==> config.mk <==
export PLATFORM = sky130hd
export DESIGN_NAME = dfifo_req_gen
export DESIGN_NICKNAME = d
export VERILOG_FILES = /design/src/rtl/dfifo_req_pkg.sv /design/src/rtl/dfifo_rst_sync.sv /design/src/rtl/dfifo_thr_regs.sv /design/src/rtl/dfifo_req_chan.sv /design/src/rtl/dfifo_req_gen.sv
export SDC_FILE = /design/constraint.sdc
export NUM_CORES = 1
export LEC_CHECK = 0
export ABC_AREA = 1
export BUFFER_PORTS_ARGS = -buffer_cell sky130_fd_sc_hd__buf_2
export CAP_MARGIN = 20
export CELL_PAD_IN_SITES_DETAIL_PLACEMENT = 1
export CELL_PAD_IN_SITES_GLOBAL_PLACEMENT = 2
export CORE_MARGIN = 3
export CORE_UTILIZATION = 26
export CTS_CLUSTER_SIZE = 40
export DETAILED_ROUTE_END_ITERATION = 8
export GPL_ROUTABILITY_DRIVEN = 0
export PLACE_DENSITY = 0.84
export SLEW_MARGIN = 20
export SYNTH_ARGS = -nofsm -noshare
export SYNTH_HDL_FRONTEND = slang
export SYNTH_SLANG_ARGS = --single-unit
==> constraint.sdc <==
create_clock -name clk -period 0.8 [get_ports clk]
set_input_delay 0.16 -clock clk [delete_from_list [all_inputs] [get_ports clk]]
set_output_delay 0.16 -clock clk [all_outputs]
set_load 0.01 [all_outputs]
==> src/rtl/dfifo_req_pkg.sv <==
package dfifo_req_pkg;
  localparam int unsigned NUM_CH = 3;
  typedef enum logic [1:0] {
    CH_Y  = 2'd0,
    CH_CB = 2'd1,
    CH_CR = 2'd2
  } ch_e;
endpackage

==> src/rtl/dfifo_rst_sync.sv <==
module dfifo_rst_sync (
  input  logic clk,
  input  logic rst_n,
  output logic rst_n_sync
);
  logic [1:0] stage_q;

  always_ff @(posedge clk or negedge rst_n) begin
    if (!rst_n) stage_q <= 2'b00;
    else        stage_q <= {stage_q[0], 1'b1};
  end

  assign rst_n_sync = stage_q[1];
endmodule

==> src/rtl/dfifo_thr_regs.sv <==
module dfifo_thr_regs #(
  parameter int unsigned THR_W = 10
) (
  input  logic             clk,
  input  logic             rst_n,
  input  logic             thr_we,
  input  logic             thr_sel,
  input  logic [THR_W-1:0] thr_wdata,
  input  logic             field2,
  input  logic             sol,
  output logic [THR_W-1:0] thr_luma,
  output logic [THR_W-1:0] thr_chroma
);
  localparam int unsigned SUM_W = THR_W + 1;

  logic [THR_W-1:0] thr1_q, thr1_d;
  logic [THR_W-1:0] thr2_q, thr2_d;
  logic             fld_q, fld_d;
  logic             thr1_en, thr2_en;
  logic [SUM_W-1:0] half_sum;

  // Write enables per field register.
  assign thr1_en = thr_we && !thr_sel;
  assign thr2_en = thr_we &&  thr_sel;

  always_comb begin
    thr1_d = thr1_en ? thr_wdata : thr1_q;
    thr2_d = thr2_en ? thr_wdata : thr2_q;
    fld_d  = sol ? field2 : fld_q;
  end

  always_ff @(posedge clk or negedge rst_n) begin
    if (!rst_n) begin
      thr1_q <= '0;
      thr2_q <= '0;
      fld_q  <= 1'b0;
    end else begin
      thr1_q <= thr1_d;
      thr2_q <= thr2_d;
      fld_q  <= fld_d;
    end
  end

  // Active threshold and the rounded-up half used by chroma.
  assign thr_luma   = fld_q ? thr2_q : thr1_q;
  assign half_sum   = {1'b0, thr_luma} + {{THR_W{1'b0}}, thr_luma[0]};
  assign thr_chroma = half_sum[SUM_W-1:1];

  p_field_hold_r5: assert property (@(posedge clk) disable iff (!rst_n)
    !sol |=> $stable(fld_q));
  p_field_take_r5: assert property (@(posedge clk) disable iff (!rst_n)
    sol |=> (fld_q == $past(field2)));
  p_keep_other_r2: assert property (@(posedge clk) disable iff (!rst_n)
    (thr_we && thr_sel) |=> $stable(thr1_q));
endmodule

==> src/rtl/dfifo_req_chan.sv <==
module dfifo_req_chan #(
  parameter int unsigned THR_W  = 10,
  parameter int unsigned FREE_W = 11
) (
  input  logic              clk,
  input  logic              rst_n,
  input  logic              en,
  input  logic [FREE_W-1:0] free_cnt,
  input  logic [THR_W-1:0]  thr,
  input  logic              ack,
  output logic              req
);
  localparam int unsigned CMP_W = (FREE_W > THR_W) ? FREE_W : THR_W;

  logic [CMP_W-1:0] free_ext, thr_ext;
  logic             room;
  logic             req_q, req_d;

  assign free_ext = CMP_W'(free_cnt);
  assign thr_ext  = CMP_W'(thr);
  assign room     = (free_ext >= thr_ext);

  // A held request waits for its acknowledge; an idle one compares.
  always_comb begin
    if (!en)        req_d = 1'b0;
    else if (req_q) req_d = !ack;
    else            req_d = room;
  end

  always_ff @(posedge clk or negedge rst_n) begin
    if (!rst_n) req_q <= 1'b0;
    else        req_q <= req_d;
  end

  assign req = req_q;

  p_hold_r6: assert property (@(posedge clk) disable iff (!rst_n)
    (req_q && !ack && en) |=> req_q);
  p_ack_drop_r7: assert property (@(posedge clk) disable iff (!rst_n)
    (req_q && ack) |=> !req_q);
  p_no_early_r3: assert property (@(posedge clk) disable iff (!rst_n)
    (!req_q && (free_ext < thr_ext)) |=> !req_q);
  p_off_r9: assert property (@(posedge clk) disable iff (!rst_n)
    !en |=> !req_q);
endmodule

==> src/rtl/dfifo_req_gen.sv <==
module dfifo_req_gen #(
  parameter int unsigned THR_W  = 10,
  parameter int unsigned FREE_W = 11
) (
  input  logic              clk,
  input  logic              rst_n,
  input  logic              port_en,
  input  logic              raw_mode,
  input  logic              field2,
  input  logic              sol,
  input  logic              thr_we,
  input  logic              thr_sel,
  input  logic [THR_W-1:0]  thr_wdata,
  input  logic [FREE_W-1:0] free_y,
  input  logic [FREE_W-1:0] free_cb,
  input  logic [FREE_W-1:0] free_cr,
  input  logic              ack_y,
  input  logic              ack_cb,
  input  logic              ack_cr,
  output logic              req_y,
  output logic              req_cb,
  output logic              req_cr
);
  import dfifo_req_pkg::*;

  logic                     rst_n_s;
  logic [THR_W-1:0]         thr_luma, thr_chroma;
  logic [NUM_CH-1:0]        ch_en, ch_ack, ch_req;
  logic [NUM_CH-1:0][FREE_W-1:0] ch_free;
  logic [NUM_CH-1:0][THR_W-1:0]  ch_thr;

  dfifo_rst_sync u_rst (
    .clk        (clk),
    .rst_n      (rst_n),
    .rst_n_sync (rst_n_s)
  );

  dfifo_thr_regs #(.THR_W(THR_W)) u_thr (
    .clk        (clk),
    .rst_n      (rst_n_s),
    .thr_we     (thr_we),
    .thr_sel    (thr_sel),
    .thr_wdata  (thr_wdata),
    .field2     (field2),
    .sol        (sol),
    .thr_luma   (thr_luma),
    .thr_chroma (thr_chroma)
  );

  always_comb begin
    ch_free[CH_Y]  = free_y;
    ch_free[CH_CB] = free_cb;
    ch_free[CH_CR] = free_cr;
    ch_ack[CH_Y]   = ack_y;
    ch_ack[CH_CB]  = ack_cb;
    ch_ack[CH_CR]  = ack_cr;
  end

  for (genvar g = 0; g < NUM_CH; g++) begin : g_ch
    if (g == CH_Y) begin : g_luma
      assign ch_thr[g] = thr_luma;
      assign ch_en[g]  = port_en;
    end else begin : g_chroma
      assign ch_thr[g] = thr_chroma;
      assign ch_en[g]  = port_en && !raw_mode;
    end

    dfifo_req_chan #(.THR_W(THR_W), .FREE_W(FREE_W)) u_chan (
      .clk      (clk),
      .rst_n    (rst_n_s),
      .en       (ch_en[g]),
      .free_cnt (ch_free[g]),
      .thr      (ch_thr[g]),
      .ack      (ch_ack[g]),
      .req      (ch_req[g])
    );
  end

  assign req_y  = ch_req[CH_Y];
  assign req_cb = ch_req[CH_CB];
  assign req_cr = ch_req[CH_CR];

  p_raw_quiet_r8: assert property (@(posedge clk) disable iff (!rst_n_s)
    raw_mode |=> (!req_cb && !req_cr));
  p_port_off_r9: assert property (@(posedge clk) disable iff (!rst_n_s)
    !port_en |=> (ch_req == '0));
  p_chroma_rule_r4: assert property (@(posedge clk) disable iff (!rst_n_s)
    (!req_cb && (32'(free_cb) * 2 < 32'(thr_luma))) |=> !req_cb);
endmodule

==> parameters.txt <==
Parameter                              Value

Logic synthesis
  Avg Inst Size Synth    around 7 um2
  Syn Nets    about 400
  Total of warnings raised by yosys    0
  Part of the Yosys area used for sequential elements    a little under 30%
  Number of library cell types mapped by synthesis    28
  Netlist area before placement    approximately 2200 um2
  Number of synthesized register bits    26
  Cell count after synthesis    318

Min path
  Worst min-delay path startpoint    ack_y
  Hold Path Class    input port to flip-flop
  Hold Path Sink    g_ch[0].u_chan.req
  Cell depth of the worst hold path    2

Finish
  Leading cell type in the layout, fill and taps excluded    nand2_1
  Layout Nets    just under 500
  Total area of multi-input combinational cells    approximately 1500 um2
  Number of filler instances in the final layout    1074
  Final instance count without filler cells    ~520
  Finished Cell Area    around 3200 um2
  Share of layout cells above drive strength 1    around 38%
  Commonest cells after routing, fill and taps aside    nand2_1 (95), buf_2 (54), inv_1 (40)
  Final design utilization    approximately two fifths
  P&R area growth vs syn    44.6%
  Register area    around 650 um2
  Number of diodes added for antenna fixing    0

GRT
  Wire length of the first global-routing pass    ~12 mm
  Vias in the first global route    2630
  Maximum number of pins on one net before global-route repair    22
  Remaining Overflow, GRT    0
  Initial antenna violation count    0
  Total GRT Usage    14.8%

STA
  Worst hold slack across all endpoints    between 40 and 50 ps
  Portion of the clock cycle consumed by the worst path in the final layout    296%
  Fin Setup TNS    -5360 ps
  Final Critical Period    about 2400 ps
  Setup Skew    roughly 2.8 ps
  Unrepaired setup endpoints after global routing    yes
  Hold Vio Cnt, Final    0
  Max Fclk    roughly 420 MHz
  Post-route setup slack    -1570 ps
  Number of max-slew violations in the final report    0
  Final Setup Violations    7

Die
  Horizontal die dimension    98.3 um
  Starting Density    between 20% and 30%
  Placement Rows    33
  Number of primary I/O pins    57
  Vertical die dimension    98.3 um
  Die ar.    around 9700 um2
  Core Box Area    between 8000 and 9000 um2

Worst setup path
  Critical R2R Launch    u_thr.fld_q
  Register-to-register path setup slack    -1570 ps
  Critical-path cell list    inv_2 -> nand2_1 -> nand2_2 -> ha_4 -> nand3_4 -> nor2_4 -> nand3_4 -> xor2_2 -> ha_1 -> nand3_1 -> or2_4 -> nor2_4 -> nand2_1 -> nor2_1 -> nor2_1 -> a21oi_1
  Category of the critical setup timing path    flip-flop to flip-flop
  Crit path max-delay family    simple AND/OR/NAND/NOR gates
  Required time of the worst setup path    1000 ps
  Capturing point of the worst reg2reg path    g_ch[2].u_chan.req
  Cell type of the slowest stage on the worst timing path    dfrtp_1
  Depth of the most critical reg-to-reg path    16
  Slowest cell delay on critical path    roughly 420 ps
  Kind of end point of the critical path    flip-flop
  Worst-path fanout max    4
  Launching element type of the critical path    flip-flop
  Number of buffers and inverters on the critical path    1
  Worst path arrival time    2570 ps

Clocking
  Clock latency of the later-clocked register in the worst-skew pair    270 ps
  Number of levels the H-tree was split into    1
  Clock-pin slew on the worst setup and hold paths    approximately 90 ps
  Number of clock sinks seen by CTS    26
  Total CTS buffers    3
  Clock tree from TritonCTS    built
  Maximum count of clock buffers along a single path    2
  Root Buffer    clkbuf_8

Route
  Post-DR wirelength/cell    ~13 um
  Remaining antenna violation count    0
  Total wirelength of the detailed-routed design    6.77 mm
  Via Count    about 2400
  Number of vias per cell    about 4.5
  DR iter-0 viols    between 40 and 50
  Detailed Routing Iterations Pass 1    4
  Remaining DRCs    0

Place
  Detail Placement HPWL    approximately 5.8 mm
  Post-placement cell count    510
  Setup slack at placement    -1610 ps
  # port buffers    56
  Placed instance area    approximately 3000 um2

Power and ir drop
  Total power of the final layout    ~4.7 mW
  Total power divided by cell area    roughly 1500 nW/um2
  Leakage power summed over all cells    1.69 nW
  Max IR drop VDD    772 uV

Job
  Max-cap viol count    0

Status
  Result of the run    finished with violations
  Violated checks    negative setup slack
worst max path at each step:
stage | slack (ps) | cells after the start | start | to
finish | -1570 | 16 | u_thr.fld_q | g_ch[2].u_chan.req
global route | -1770 | 17 | u_thr.fld_q | g_ch[1].u_chan.req
CTS | -1590 | 16 | u_thr.fld_q | g_ch[2].u_chan.req
detailed placement | -1610 | 16 | u_thr.fld_q | g_ch[2].u_chan.req
global placement | -1510 | 16 | u_thr.fld_q | g_ch[2].u_chan.req
floorplan | -1460 | 16 | u_thr.fld_q | g_ch[2].u_chan.req
cells in the mapped netlist:
| cell type | n | area [um2] |
|---|---|---|
| o21ai_0 | 28 | 140 |
| inv_1 | 41 | 154 |
| nor2_1 | 19 | 71.3 |
| clkbuf_1 | 4 | 15.0 |
| nor3_1 | 2 | 10.0 |
| nand2_1 | 104 | 390 |
| buf_6 | 2 | 22.5 |
| nor2_4 | 3 | 33.8 |
| nand2_4 | 2 | 22.5 |
| a21oi_1 | 10 | 50.1 |
| inv_2 | 1 | 3.75 |
| ha_1 | 25 | 313 |
| xor2_1 | 3 | 26.3 |
| nand2_2 | 9 | 56.3 |
| nor3b_1 | 1 | 7.51 |
| o2111ai_1 | 1 | 8.76 |
| or2_2 | 2 | 12.5 |
| dfrtp_1 | 26 | 651 |
| a31oi_1 | 2 | 12.5 |
| nand3_1 | 18 | 90.1 |
| nand3_2 | 5 | 50.1 |
| a211oi_1 | 1 | 7.51 |
| clkinv_1 | 1 | 3.75 |
| nor2_2 | 3 | 18.8 |
| o21ai_2 | 1 | 8.76 |
| conb_1 | 1 | 3.75 |
| nand3_4 | 1 | 17.5 |
| a21o_1 | 2 | 15.0 |
what timing repair did:
action | in CTS | in global routing
endpoints found under the hold margin | 2 | 0
pin swaps | 5 | 12
gates resized for setup | 12 | 20
hold buffers | 1 | 0
endpoints found under the setup margin | 7 | 11
buffers inserted | 4 | 2
metal layers:
metal,vias up,global-route usage (%),part of all wire (%)
li1,1209,-,-
met1,1102,17.2,42
met2,40,29.0,55
met3,6,1.50,2.7
met4,0,3.15,1.2
met5,-,0,0
state kept, by name, indices dropped and copies added, names as in the netlist:
| register | cells |
|---|---|
| u_thr.fld_q | 1 |
| u_thr.thr1_q | 10 |
| g_ch.u_chan.req | 3 |
| u_thr.thr2_q | 10 |
| u_rst.stage_q | 2 |
where the power goes:
part / switching [mW] / leakage (nW) / internal, mW / total [mW]
Sequential: 0.103 / 0.322 / 1.46 / 1.56
Clock: 0.413 / 0.0288 / 0.440 / 0.853
Combinational: 1.21 / 1.34 / 1.05 / 2.26
area by class of cell:
class,count,area share [%]
Tap cell,105,4.10
Clock buffer,4,1.72
Multi-Input combinational cell,243,47.4
Inverter,43,5.04
Timing Repair Buffer,100,21.4
Sequential cell,26,20.3
cells by family (layout without fill, tap and decap cells):
logic type      Yosys count  count (layout)  synth area share (%)
simple gates            169             169                  35.2
buf+inv                  49             147                  8.98
compound gates           45              45                  11.0
flops                    26              26                  29.4
fa+ha+maj                25              25                  14.1
xor+xnor                  3               3                  1.19
other cells               1               1                 0.169
Note: power is estimated with default switching activity, not from simulation.
